File: config.mk
export PLATFORM = sky130hd
export DESIGN_NAME = cfgx_router
export DESIGN_NICKNAME = d
export VERILOG_FILES = /design/src/rtl/cfgx_pkg.sv /design/src/rtl/cfgx_range_regs.sv /design/src/rtl/cfgx_decode.sv /design/src/rtl/cfgx_sel_dec.sv /design/src/rtl/cfgx_router.sv
export SDC_FILE = /design/constraint.sdc
export NUM_CORES = 1
export LEC_CHECK = 0
export ABC_AREA = 1
export BUFFER_PORTS_ARGS = -buffer_cell sky130_fd_sc_hd__buf_2
export CORE_UTILIZATION = 52
export CTS_BUF_LIST = sky130_fd_sc_hd__clkbuf_4 sky130_fd_sc_hd__clkbuf_8 sky130_fd_sc_hd__clkbuf_16
export CTS_CLUSTER_SIZE = 12
export DETAILED_ROUTE_END_ITERATION = 12
export PLACE_DENSITY = 0.81
export SYNTH_ARGS = -nofsm -noshare
export SYNTH_HDL_FRONTEND = slang
export SYNTH_HIERARCHICAL = 1
export SYNTH_SLANG_ARGS = --single-unit
export TNS_END_PERCENT = 1
File: constraint.sdc
create_clock -name clk -period 2.91 [get_ports clk]
set_input_delay 0.1455 -clock clk [delete_from_list [all_inputs] [get_ports clk]]
set_output_delay 0.1455 -clock clk [all_outputs]
set_load 0.1 [all_outputs]
File: src/rtl/cfgx_pkg.sv
package cfgx_pkg;

    // Field positions inside a routed configuration address
    localparam int TYPE_LSB = 0;
    localparam int REG_LSB  = 2;
    localparam int FN_LSB   = 8;
    localparam int DEV_LSB  = 11;
    localparam int BUS_LSB  = 16;

    typedef enum logic [1:0] {
        CT_LOCAL  = 2'b00,
        CT_ROUTED = 2'b01,
        CT_RSV2   = 2'b10,
        CT_RSV3   = 2'b11
    } ctype_e;

    typedef enum logic [1:0] {
        RT_DROP = 2'b00,
        RT_FWD  = 2'b01,
        RT_CONV = 2'b10
    } route_e;

endpackage

File: src/rtl/cfgx_range_regs.sv
module cfgx_range_regs #(
    parameter int BUS_W = 8
) (
    input  logic             clk,
    input  logic             rst_n,
    input  logic             we,
    input  logic [BUS_W-1:0] near_in,
    input  logic [BUS_W-1:0] far_in,
    output logic [BUS_W-1:0] near_q,
    output logic [BUS_W-1:0] far_q,
    output logic             armed
);

    typedef struct packed {
        logic [BUS_W-1:0] near;
        logic [BUS_W-1:0] far;
    } rng_t;

    rng_t rng_d, rng_q;

    always_comb begin
        rng_d = rng_q;
        if (we) begin
            rng_d.near = near_in;
            rng_d.far  = far_in;
        end
    end

    always_ff @(posedge clk or negedge rst_n) begin
        if (!rst_n) rng_q <= '0;
        else        rng_q <= rng_d;
    end

    assign near_q = rng_q.near;
    assign far_q  = rng_q.far;
    // A zero far bound means no downstream bus has been assigned yet
    assign armed  = (rng_q.far != '0);

endmodule

File: src/rtl/cfgx_decode.sv
module cfgx_decode
    import cfgx_pkg::*;
#(
    parameter int ADDR_W = 32,
    parameter int BUS_W  = 8,
    parameter int DEV_W  = 5
) (
    input  logic [ADDR_W-1:0] addr,
    input  logic [BUS_W-1:0]  near,
    input  logic [BUS_W-1:0]  far,
    input  logic              armed,
    output route_e            route,
    output logic [DEV_W-1:0]  dev,
    output logic [ADDR_W-1:0] local_addr
);

    localparam int KEEP_W = DEV_LSB - REG_LSB;

    logic [BUS_W-1:0] bus;
    ctype_e           ctype;
    logic             above_near;
    logic             below_far;
    logic             hits_near;

    assign bus        = addr[BUS_LSB +: BUS_W];
    assign dev        = addr[DEV_LSB +: DEV_W];
    assign ctype      = ctype_e'(addr[TYPE_LSB +: 2]);
    assign above_near = (bus >= near);
    assign below_far  = (bus <= far);
    assign hits_near  = (bus == near);

    always_comb begin
        route = RT_DROP;
        if (ctype == CT_ROUTED && armed && above_near && below_far) begin
            route = hits_near ? RT_CONV : RT_FWD;
        end
    end

    // Local cycle: keep function and register, clear type and upper bits
    always_comb begin
        local_addr = '0;
        local_addr[REG_LSB +: KEEP_W] = addr[REG_LSB +: KEEP_W];
    end

endmodule

File: src/rtl/cfgx_sel_dec.sv
module cfgx_sel_dec #(
    parameter int DEV_W   = 5,
    parameter int NUM_DEV = 1 << DEV_W
) (
    input  logic               en,
    input  logic [DEV_W-1:0]   dev,
    output logic [NUM_DEV-1:0] sel
);

    for (genvar g = 0; g < NUM_DEV; g++) begin : g_line
        assign sel[g] = en && (dev == DEV_W'(g));
    end

endmodule

File: src/rtl/cfgx_router.sv
module cfgx_router
    import cfgx_pkg::*;
#(
    parameter int ADDR_W = 32,
    parameter int BUS_W  = 8,
    parameter int DEV_W  = 5
) (
    input  logic                    clk,
    input  logic                    rst_n,
    input  logic                    rng_we,
    input  logic [BUS_W-1:0]        rng_near,
    input  logic [BUS_W-1:0]        rng_far,
    input  logic                    req_valid,
    input  logic [ADDR_W-1:0]       req_addr,
    input  logic                    req_write,
    output logic                    out_valid,
    output logic                    out_write,
    output logic                    out_claim,
    output logic                    out_conv,
    output logic [ADDR_W-1:0]       out_addr,
    output logic [(1 << DEV_W)-1:0] out_sel
);

    localparam int NUM_DEV = 1 << DEV_W;

    typedef struct packed {
        logic               vld;
        logic               wr;
        logic               claim;
        logic               conv;
        logic [ADDR_W-1:0]  addr;
        logic [NUM_DEV-1:0] sel;
    } out_t;

    logic [BUS_W-1:0]   near_q;
    logic [BUS_W-1:0]   far_q;
    logic               armed;
    route_e             route;
    logic [DEV_W-1:0]   dev;
    logic [ADDR_W-1:0]  local_addr;
    logic               sel_en;
    logic [NUM_DEV-1:0] sel_vec;
    out_t               out_d, out_q;

    cfgx_range_regs #(.BUS_W(BUS_W)) u_range (
        .clk     (clk),
        .rst_n   (rst_n),
        .we      (rng_we),
        .near_in (rng_near),
        .far_in  (rng_far),
        .near_q  (near_q),
        .far_q   (far_q),
        .armed   (armed)
    );

    cfgx_decode #(.ADDR_W(ADDR_W), .BUS_W(BUS_W), .DEV_W(DEV_W)) u_decode (
        .addr       (req_addr),
        .near       (near_q),
        .far        (far_q),
        .armed      (armed),
        .route      (route),
        .dev        (dev),
        .local_addr (local_addr)
    );

    assign sel_en = req_valid && (route == RT_CONV);

    cfgx_sel_dec #(.DEV_W(DEV_W), .NUM_DEV(NUM_DEV)) u_sel (
        .en  (sel_en),
        .dev (dev),
        .sel (sel_vec)
    );

    always_comb begin
        out_d     = '0;
        out_d.vld = req_valid;
        if (req_valid) begin
            out_d.wr = req_write;
            unique case (route)
                RT_FWD: begin
                    out_d.claim = 1'b1;
                    out_d.addr  = req_addr;
                end
                RT_CONV: begin
                    out_d.claim = 1'b1;
                    out_d.conv  = 1'b1;
                    out_d.addr  = local_addr;
                    out_d.sel   = sel_vec;
                end
                default: ;
            endcase
        end
    end

    always_ff @(posedge clk or negedge rst_n) begin
        if (!rst_n) out_q <= '0;
        else        out_q <= out_d;
    end

    assign out_valid = out_q.vld;
    assign out_write = out_q.wr;
    assign out_claim = out_q.claim;
    assign out_conv  = out_q.conv;
    assign out_addr  = out_q.addr;
    assign out_sel   = out_q.sel;

endmodule

# --- After elaboration in Yosys (flattened, before gate mapping) ---
# Cells that the tools add are included.
classes:
  magnitude_cmp: 2
  n_reduce_logical: 39
  eq_ne: 35
  add_sub_neg: 0
  mux: 7
  shift: 0
  n_bitwise: 0
  div_mod_pow: 0
  multipliers: 0
ops:
  columns: ["operator", "n"]
  rows:
  - ["$eq A5 B5 Y1 const B", 16]
  - ["$mux W67", 1]
  - ["$pmux W32 S2", 1]
  - ["$eq A5 B4 Y1 const B", 8]
  - ["$logic_and A1 B1 Y1", 36]
  - ["$mux W32", 1]
  - ["$eq A5 B3 Y1 const B", 4]
  - ["$eq A5 B2 Y1 const B", 2]
  - ["$eq A8 B8 Y1", 1]
  - ["$ge A8 B8 Y1", 1]
  - ["$le A8 B8 Y1", 1]
  - ["$reduce_bool A8 Y1", 1]
  - ["$eq A5 B1 Y1 const B", 1]
  - ["$logic_not A5 Y1", 1]
  - ["$eq A2 B1 Y1 const B", 2]
  - ["$mux W2", 2]
  - ["$eq A2 B2 Y1 const B", 1]
  - ["$mux W1", 2]
  - ["$reduce_or A2 Y1", 1]
totals:
  latchBits: 0
  word_cells: 91
  output_inout_bits: 68
  mem_count: 0
  regBits: 84
  mem_bits_ro: 0
  mem_bits_rw: 0
  inputBits: 53

# --- Logic depth before layout (Yosys ltp) ---
# Gate-level depths: netlist of the first run.
depth:
  ltp_word: 10
  ltp_mapped: 23
  depth_no_buf: 20

# --- By module ---
# The synthesis of the first run kept the hierarchy.
modules_own_cells:
  columns: ["mod", "area_per_inst_um2", "cells_per_inst", "instances", "seq_area_each_um2"]
  rows:
  - ["cfgx_router", 2627.5, 252, 1, 1701.6]
  - ["cfgx_decode", 758.2, 115, 1, 0.0]
  - ["cfgx_range_regs", 675.6, 74, 1, 400.4]
  - ["cfgx_sel_dec", 266.5, 67, 1, 0.0]

# --- Worst setup path after synthesis of the first run ---
# Ideal clock, no wire load.
synth_path:
  kind: "reg2reg"
  from: "reg u_range.rng_q, in the netlist u_range/near_q[7]"
  to: "reg out_q, in the netlist out_sel[16]"
  setup_ns: 0.115
  n_path_buf: 3
  arrival_time_ns: 2.384
  required_time_ns: 2.795
  period_less_slack_ns: 2.499
  stages_incl_launch_ff: 22
  slack_ns: 0.411
  path_cell_list: "dfrtp_1 inv_1 ha_1 nand2_2 nor2_4 nand2_2 nand2_1 nor2_1 nand2_1 nand3_2 nor2_1 inv_1 ha_1 buf_4 nand2_2 buf_6 inv_1 nand2_1 buf_2 nor2_1 inv_1 nor2_1"
synth_rtl:
  columns: ["item", "line_no", "rtl"]
  rows:
  - ["from (decl)", "cfgx_range_regs.sv:19", "rng_t rng_d, rng_q;"]
  - ["from (signal assigned)", "cfgx_range_regs.sv:31", "else rng_q <= rng_d;"]
  - ["to (signal assigned)", "cfgx_router.sv:97", "else out_q <= out_d;"]
  - ["to (decl)", "cfgx_router.sv:43", "out_t out_d, out_q;"]

==> out/qor.yml, run 1 <==
floorplanning:
  boundaryPins: 121
  core_um2: 7890
  start_util: 0.549
  num_rows: 32
  die_h_um: 93.2
  die-area_um2: 8690
  dieWidth_um: 93.2
layout:
  syn2layout_area_growth_pct: 18.2
  final_cell_count_no_fill: 735
  layout_commonest_cell: "nand2_1"
  diodes: 0
  layout.nets: 699
  final_cell_mix: "124 x nand2_1, 119 x buf_2, 84 x dfrtp_1"
  drive_gt1_frac: 0.299
critical_path:
  startpoint_type: "flop"
  path_class: "reg -> reg"
  critPathRequiredTime_ns: 3.14
  cp-end-kind: "flop"
  cpPeakStageDelay_ns: 0.40
  cp.arrival_ns: 2.81
  crit_slowest_cell: "dfrtp_1"
  critPathMaxFanout: 16
  cp_cell_sequence: "inv_1, ha_1, nand2_2, nor2_4, nand2_2, nand2_1, nor2_1, nand2_1, nand3_2, nor2_1, inv_1, ha_1, nand2_2, inv_1, nand2_1, nor2_1, inv_1, nor2_1"
power_and_ir_drop:
  powerDensity_nw_per_um2: 459
  p_leak_nw: 2.65
  ir_drop_mv: 0.379
timing:
  tns_ns: 0
  post-route-period-util: 0.886
  hold_ws_ns: 0.0179
  worst_pin_slew_ns: 1.02
  period_needed_ns: 2.58
  fmax_mhz: 388
  setup_violations: 0
  clock_skew_ns: 0.00672
  drv_slew: 0
  rsz0062_at_grt: "false"
  maxSlewHeadroom: 0.323
  timing_hold_violations_final: 0
job:
  timing.max_cap.violations: 0
drt:
  wl_per_cell_um: 12.0
  routed_wl_mm: 8.80
  vias_per_cell: 4.54
  num_vias: 3337
  dr.first_iter.drc_count: 138
  ant_nets: 0
  firstDrtPassIters: 5
  drc: 0
place:
  routabilityCongestion: 0.809
  place_inst: 703
  io_buffer_count: 120
  hpwlAfterDp_mm: 6.08
clock_network:
  cts-root-buf: "clkbuf_8"
  htree_levels: 3
  clockBufferDepth: 2
  postCtsSetupBuffers: 0
  cts_buffers: 9
  clock_sinks: 84
  path_clk_slew_ns: 0.09
  clk_latency_ns: 0.36
  cts_tree: "done"
synthesis:
  syn_area_um2: 4330
  ys_ff_latch: 84
  avgSynthCellArea_um2: 8.52
  synth.distinct_cells: 21
  seq_area_frac_synth: 0.486
  yosysWarnings: 6
  synth_cells: 508
global_routing:
  grt_max_degree: 85
  grt_antenna_before_repair: 0
  grt_pass1_vias: 3333
  grt-ovfl-total: 0
  grt_pass1_wl_mm: 14.9
  grt.total_usage: 0.225
min_path:
  hold_class: "in -> reg"
run_status:
  outcome: "complete, no violations"
## path summary, 6_finish.rpt
kind | from | slack (ns) | to | depth (start not counted)
setup / recovery | u_range/near_q[7]$_DFFE_PN0P_ | 0.33 | out_sel[0]$_DFF_PN0_ | 18
hold / removal | rng_near[0] | 0.02 | u_range/near_q[0]$_DFFE_PN0P_ | 3
setup reg to reg | u_range/near_q[7]$_DFFE_PN0P_ | 0.33 | out_sel[0]$_DFF_PN0_ | 18
hold reg to reg | u_range/near_q[1]$_DFFE_PN0P_ | 0.53 | u_range/near_q[1]$_DFFE_PN0P_ | 2
max in group asynchronous | rst_n | 1.75 | out_sel[0]$_DFF_PN0_ | 2
min in group asynchronous | rst_n | 0.49 | out_addr[25]$_DFF_PN0_ | 2
## critical path: cells and delay by family (launching register included)
family | cells | cell delay [ns]
adders and majority gates | 2 | 0.52
and+or+nand+nor | 12 | 1.28
DFF | 1 | 0.40
buffers and inverters | 4 | 0.24
## cell type report
class	instances	area, um^2
clock buffers	9	124
clock inverters	7	80.1
fillers	697	2770
inverters	82	308
multi-input cells	309	1560
flip-flops and latches	84	2100
well taps	102	128
repair buffers	142	808
## registers in the layout (all words and copies together), names as in the netlist
register        cells
u_range/near_q      8
out_claim           1
u_range/far_q       8
out_write           1
out_sel            32
out_conv            1
out_valid           1
out_addr           32
## synth_stat cells, drive strengths merged
master / instances / share of area
nand2: 129 / 0.11
dfrtp: 84 / 0.49
inv: 82 / 0.071
nor2: 82 / 0.077
buf: 55 / 0.10
a21oi: 37 / 0.068
ha: 18 / 0.052
o21ai: 16 / 0.022
a21o: 1 / 0.0017
conb: 1 / 0.00087
nand3: 1 / 0.0023
nand4: 1 / 0.0014
o21bai: 1 / 0.0017
## logic make-up (layout without fill, tap and decap cells)
kind of cell	Yosys count	count (layout)	synth area share
other cells	1	23	0.000866
simple gates	213	213	0.196
buf+inv	137	240	0.172
fa+ha+maj	18	18	0.0520
compound gates	55	55	0.0934
flops	84	84	0.486
## per-stage QoR
stage          power (mW)  instance area (um^2)  worst slack, ns   util
2_1_floorplan        1.43                  4410            0.411      -
3_3_place_gp         1.48                  4750            0.489  0.602
3_5_place_dp         1.49                  4750            0.379  0.602
4_1_cts              2.37                  5110            0.331  0.648
5_1_grt              2.47                  5110           0.0244  0.648
6_report             2.35                  5110            0.332  0.648
## routing by layer
metal,vias to the layer above,part of all wire,global-route usage
met5,-,0,0
met4,0,0.026,0.100
met3,22,0.049,0.0374
met2,104,0.50,0.390
met1,1520,0.43,0.274
li1,1691,-,-
## power breakdown
part           switching [mW]  internal, mW
logic                   0.184         0.103
registers              0.0122          1.19
clock network           0.450         0.410
## timing repair
item                       CTS  global route
hold buffers                16             0
gates resized for setup      0             0
setup endpoints to repair    0             0
hold endpoints to repair    21             0
Power figures use the tool's default switching activity.
==> inputs of run 2 (changes only) <==
- BUFFER_PORTS_ARGS: -buffer_cell sky130_fd_sc_hd__buf_2 -> default
- CORE_UTILIZATION: 52 -> 60
- DONT_BUFFER_PORTS: default -> 1
- PLACE_DENSITY: 0.81 -> 0.77
==> out/qor.yml, run 2 (synthesis gave the netlist of run 1 again) <==
run_status:
  outcome: "complete, no violations"
critical_path:
  critPathMaxFanout: 16  # unchanged
  path_class: "reg -> reg"
  cp-end-kind: "flop"
  cp.arrival_ns: 2.80  # about the same
  critPathRequiredTime_ns: 3.13  # about the same
  startpoint_type: "flop"
timing:
  timing_hold_violations_final: 0  # unchanged
  fmax_mhz: 387  # -0.17%
  setup_violations: 0  # unchanged
  worst_pin_slew_ns: 1.05  # +0.0319 ns
  worst_slack_ns: 0.327  # -0.00429 ns
  period_needed_ns: 2.58  # +0.00429 ns
  maxSlewHeadroom: 0.299  # -0.0235
  clock_skew_ns: 0.00944  # +0.00272 ns
  rsz0062_at_grt: "false"
  drv_slew: 0  # unchanged
  post-route-period-util: 0.887  # +0.00147
  tns_ns: 0  # unchanged
layout:
  diodes: 0  # unchanged
  final_area_um2: 4960  # -3.1%
  layout.nets: 615  # -12%
  final_cell_mix: "124 x nand2_1, 84 x dfrtp_1, 81 x inv_1"
  multi_input_area_um2: 1560  # unchanged
  regArea_um2: 2100  # unchanged
  drive_gt1_frac: 0.126  # -0.173
  utilization: 0.721  # +0.0732
  final_cell_count_no_fill: 645  # -12%
  fillers: 497  # -29%
  layout_commonest_cell: "nand2_1"
  syn2layout_area_growth_pct: 14.5
place:
  io_buffer_count: 0  # -100%
  dpl_worst_slack_ns: 0.344  # -0.0348 ns
  hpwlAfterDp_mm: 5.47  # -10%
  placed_area_um2: 4130  # -13%
  place_inst: 576  # -18%
  routabilityCongestion: 0.795  # -1.8%
min_path:
  hold_class: "in -> reg"
drt:
  vias_per_cell: 4.82  # +6.2%
  wl_per_cell_um: 13.7  # +15%
  dr.first_iter.drc_count: 135  # -2.2%
  num_vias: 3109  # -6.8%
  routed_wl_mm: 8.85  # +0.53%
  drc: 0  # unchanged
  ant_nets: 0  # unchanged
  firstDrtPassIters: 4  # -1
clock_network:
  cts_buffers: 9  # unchanged
  clock_sinks: 84  # unchanged
  path_clk_slew_ns: 0.08  # about the same
  cts_tree: "done"
  clockBufferDepth: 2  # unchanged
  postCtsSetupBuffers: 0  # unchanged
  cts-root-buf: "clkbuf_8"
  htree_levels: 3  # unchanged
  clk_latency_ns: 0.34  # -0.02 ns
power_and_ir_drop:
  p_leak_nw: 2.26  # -15%
  powerDensity_nw_per_um2: 523  # +14%
  ir_drop_mv: 0.239  # -37%
job:
  timing.max_cap.violations: 0  # unchanged
floorplanning:
  num_rows: 30  # -6.3%
  dieWidth_um: 86.9  # -6.8%
  die_h_um: 86.9  # -6.8%
  core_um2: 6870  # -13%
  start_util: 0.630  # +0.0814
  boundaryPins: 121  # unchanged
  die-area_um2: 7560  # -13%
global_routing:
  grt-ovfl-total: 0  # unchanged
  grt_pass1_vias: 3036  # -8.9%
  grt.total_usage: 0.248  # +0.0230
  grt_max_degree: 85  # unchanged
  grt_pass1_wl_mm: 14.2  # -4.9%
  grt_antenna_before_repair: 0  # unchanged
==> run 2: timing repair <==
item | 4_1_cts | 5_1_grt
resized for setup | 0 | 0
endpoints found under the hold margin | 135 | 0
hold buffers | 53 | 0
==> run 2: power by group <==
group | leakage [nW] | internal (mW) | switching (mW) | total, mW
clock | 0.139 | 0.696 | 0.407 | 1.10
combinational | 0.978 | 0.113 | 0.152 | 0.266
sequential | 1.14 | 1.19 | 0.0336 | 1.22
==> run 2: area by class of cell <==
cell class / instances / share of cell area
flip-flops and latches: 84 / 0.424
multi-input cells: 309 / 0.316
repair buffers: 58 / 0.118
inverters: 82 / 0.0621
clock buffers: 11 / 0.0293
clock inverters: 5 / 0.0265
well taps: 96 / 0.0242
==> run 2: through the flow <==
step                power [mW]  hold slack (ns)
floorplan                 1.43           -0.150
global placement          1.40           -0.149
detailed placement        1.41           -0.149
CTS                       2.61           0.0359
global route              2.71           0.0649
finish                    2.59           0.0524
==> run 2: path summary, 6_finish.rpt <==
kind,startpoint,to,slack (ns),cells after the start
max reg2reg,u_range/near_q[7]$_DFFE_PN0P_,out_sel[24]$_DFF_PN0_,0.33,18
max in group asynchronous,rst_n,u_range/near_q[0]$_DFFE_PN0P_,2.20,2
min reg2reg,u_range/near_q[1]$_DFFE_PN0P_,u_range/near_q[1]$_DFFE_PN0P_,0.52,2
min,req_addr[14],out_sel[4]$_DFF_PN0_,0.05,5
max,u_range/near_q[7]$_DFFE_PN0P_,out_sel[24]$_DFF_PN0_,0.33,18
min in group asynchronous,rst_n,out_sel[10]$_DFF_PN0_,0.41,2
==> run 2: layer usage <==
| metal | track usage | share of wire | up-vias |
|---|---|---|---|
| met2 | 0.422 | 0.52 | 115 |
| met1 | 0.303 | 0.40 | 1452 |
| met4 | 0.112 | 0.023 | 0 |
| met5 | 0 | 0 | - |
| met3 | 0.0502 | 0.057 | 20 |
| li1 | - | - | 1522 |
==> run 2: worst max-delay path, stage by stage (launching register included) <==
cell,delay (ns)
dfrtp_1,0.37
inv_1,0.06
ha_1,0.30
nand2_2,0.09
nor2_4,0.13
nand2_2,0.07
nand2_1,0.06
nor2_1,0.03
nand2_1,0.07
nand3_2,0.09
nor2_1,0.13
inv_1,0.06
ha_1,0.21
nand2_2,0.08
inv_1,0.07
nand2_1,0.39
nor2_1,0.12
inv_1,0.09
nor2_1,0.05
==> inputs of run 3 (changes only) <==
- SYNTH_HIERARCHICAL: 1 -> default
==> out/qor.yml, run 3 <==
run_status:
  outcome: "complete, no violations"
global_routing:
  grt_antenna_before_repair: 0  # unchanged
  grt_max_degree: 85  # unchanged
  grt-ovfl-total: 0  # unchanged
  grt_pass1_vias: 2607  # -14%
  grt.total_usage: 0.269  # +0.0210
  grt_pass1_wl_mm: 12.4  # -13%
synthesis:
  yosysMostFrequentCell: "dfrtp_1"
  synth_xor_area_frac: 0  # unchanged
  synth_nets: 430
  muxShareOfSynthArea: 0.00316  # +0.00316
  yosysWarnings: 0  # -6
  synth_compound_area_frac: 0.0383  # -0.0551
  syn_area_um2: 3560  # -18%
  synthTopCellsByCount: "84 x dfrtp_1, 62 x nand2_1, 44 x inv_1"
  synth_edf_count: 0  # unchanged
  yosys.area_share.simple: 0.237  # +0.0409
  synth_cells: 361  # -29%
  synth_top_family_by_area: "simple AND/OR/NAND/NOR gates"
  ys.flop_type: "dfrtp_1"
  synth_fa_ha_area_frac: 0.0562  # +0.00412
  synth-async-reset-ratio: 1.00  # unchanged
  netlist.area_leader.share: 0.590  # +0.104
  synth_area_leaders: "dfrtp_1 59%, nor2_2 7.0%, nand2_1 6.5%"
  synth_top_area_cell: "dfrtp_1"
  synth.distinct_cells: 21  # unchanged
  ys_ff_latch: 84  # unchanged
  avgSynthCellArea_um2: 9.87  # +16%
  seq_area_frac_synth: 0.590  # +0.104
power_and_ir_drop:
  p_sw_frac: 0.263  # +0.0341
  ir_drop_mv: 0.372  # +55%
  powerDensity_nw_per_um2: 565  # +8.0%
  power.switching_uw: 640  # +8.0%
  p_seq_frac: 0.527  # +0.055
  combPwrFrac: 0.108  # +0.005
  p_int_mw: 1.80  # -10%
  clkPwrFrac: 0.365  # -0.061
  p_leak_nw: 2.18  # -3.6%
floorplanning:
  start_util: 0.636  # +0.00560
  die-area_um2: 6250  # -17%
  core_um2: 5610  # -18%
  boundaryPins: 121  # unchanged
  num_rows: 27  # -10%
  die_h_um: 79.1  # -9.0%
  dieWidth_um: 79.1  # -9.0%
timing:
  period_needed_ns: 2.28  # -0.303 ns
  timing_hold_violations_final: 0  # unchanged
  fmax_mhz: 439  # +13%
  tns_ns: 0  # unchanged
  worst_pin_slew_ns: 0.924  # -0.124 ns
  maxSlewHeadroom: 0.385  # +0.0855
  hold_ws_ns: 0.0388  # -0.0136 ns
  drv_slew: 0  # unchanged
  rsz0062_at_grt: "false"
  post-route-period-util: 0.783  # -0.104
  setup_violations: 0  # unchanged
  clock_skew_ns: 0.00660  # -0.00284 ns
drt:
  firstDrtPassIters: 4  # unchanged
  ant_nets: 0  # unchanged
  num_vias: 2559  # -18%
  wl_per_cell_um: 15.6  # +14%
  dr.first_iter.drc_count: 175  # +30%
  routed_wl_mm: 7.59  # -14%
  drc: 0  # unchanged
  vias_per_cell: 5.25  # +9.0%
clock_network:
  clock_sinks: 84  # unchanged
  cts_resized: 0  # unchanged
  cts_buffers: 9  # unchanged
  cts_tree: "done"
  clockBufferDepth: 2  # unchanged
  cts-root-buf: "clkbuf_8"
  ctsHoldBuffers: 52  # -1.9%
  htree_levels: 3  # unchanged
  postCtsSetupBuffers: 0  # unchanged
  clk_latency_ns: 0.34  # about the same
  path_clk_slew_ns: 0.08  # about the same
critical_path:
  critPathMaxFanout: 32  # +16
  path_class: "reg -> reg"
  cp.arrival_ns: 2.54  # -0.26 ns
  cp.buffers_inverters: 2  # -2
  crit_slowest_cell: "nand3_4"
  startpoint_type: "flop"
  cp_top_family: "simple AND/OR/NAND/NOR gates"
  critPathRequiredTime_ns: 3.17  # +0.04 ns
  cp_cell_sequence: "inv_1, ha_1, nand2_1, nor2_1, nand2_2, inv_2, nor2_2, a21oi_4, nand3_4, nor2_2"
  cp_common_cell: "nor2_2"
  cp-end-kind: "flop"
  cpPeakStageDelay_ns: 0.43  # +0.04 ns
job:
  timing.max_cap.violations: 0  # unchanged
layout:
  final_cell_mix: "84 x dfrtp_1, 62 x nand2_1, 51 x dlygate4sd3_1"
  layout_commonest_cell: "dfrtp_1"
  fillers: 391  # -21%
  diodes: 0  # unchanged
  drive_gt1_frac: 0.157  # +0.0309
  layout.nets: 479  # -22%
  syn2layout_area_growth_pct: 21.1
place:
  hpwlAfterDp_mm: 4.79  # -12%
  io_buffer_count: 0  # unchanged
  routabilityCongestion: 0.757  # -4.7%
min_path:
  hold_class: "in -> reg"
[run 3: changes by cell type after synthesis, sizes merged, moves of 2 or more]
cell / delta
nand2: -65
nor2: -5
ha: -2
nand3: +32
inv: -37
a21oi: -31
clkbuf: +8
buf: -49
[run 3: cells by family after synthesis]
kind of cell / after synthesis
fa+ha+maj: 16
flops: 84
mux: 1
other cells: 1
simple gates: 176
buf+inv: 59
compound gates: 24
[run 3: metal layers]
metal / track usage / vias up / share of wire
li1: - / 1206 / -
met1: 0.318 / 1242 / 0.40
met2: 0.466 / 105 / 0.51
met3: 0.0931 / 6 / 0.077
met4: 0.0691 / 0 / 0.011
met5: 0 / - / 0
[run 3: final timing paths]
| path | startpoint | to | slack (ns) | depth (start not counted) |
|---|---|---|---|---|
| min in group asynchronous | rst_n | out_addr[2]$_DFF_PN0_ | 0.34 | 2 |
| setup / recovery | u_range.near_q[2]$_DFFE_PN0P_ | out_addr[7]$_DFF_PN0_ | 0.63 | 10 |
| max in group asynchronous | rst_n | u_range.near_q[7]$_DFFE_PN0P_ | 2.22 | 2 |
| hold reg to reg | u_range.near_q[6]$_DFFE_PN0P_ | u_range.near_q[6]$_DFFE_PN0P_ | 0.54 | 2 |
| hold / removal | req_addr[14] | out_sel[15]$_DFF_PN0_ | 0.04 | 4 |
| setup reg to reg | u_range.near_q[2]$_DFFE_PN0P_ | out_addr[7]$_DFF_PN0_ | 0.63 | 10 |
[run 3: cell type report]
class	instances	area [um^2]	area share
Clock inverter	6	88.8	0.0206
Timing Repair Buffer	52	538	0.125
Tap cell	72	90.1	0.0209
Clock buffer	10	131	0.0304
Multi-Input combinational cell	218	1200	0.277
Sequential cell	84	2100	0.487
Inverter	45	169	0.0391
[run 3: per-stage QoR]
step                      std cells  worst slack (ns)  area [um^2]  utilization  power (mW)
after floorplan                 361              1.34         3560            -        1.45
after global placement          419             0.750         3560        0.634        1.46
after detailed placement        419             0.639         3560        0.634        1.48
after CTS                       487             0.622         4320        0.770        2.46
after global routing            487             0.383         4320        0.770        2.55
final                           487             0.630         4320        0.770        2.44
[run 3: worst min-delay path: stages]
cell and delay (ns):
nand2_1 0.06, nor2_1 0.06, nand2_1 0.05, nor2_1 0.04
[run 3: power groups by stage]
stage / Clock (mW) / Combinational (mW) / Sequential (mW)
floorplan: 0 / 0.146 / 1.30
global placement: 0 / 0.159 / 1.31
detailed placement: 0 / 0.168 / 1.31
CTS: 0.915 / 0.261 / 1.28
global route: 0.959 / 0.299 / 1.29
finish: 0.890 / 0.262 / 1.28
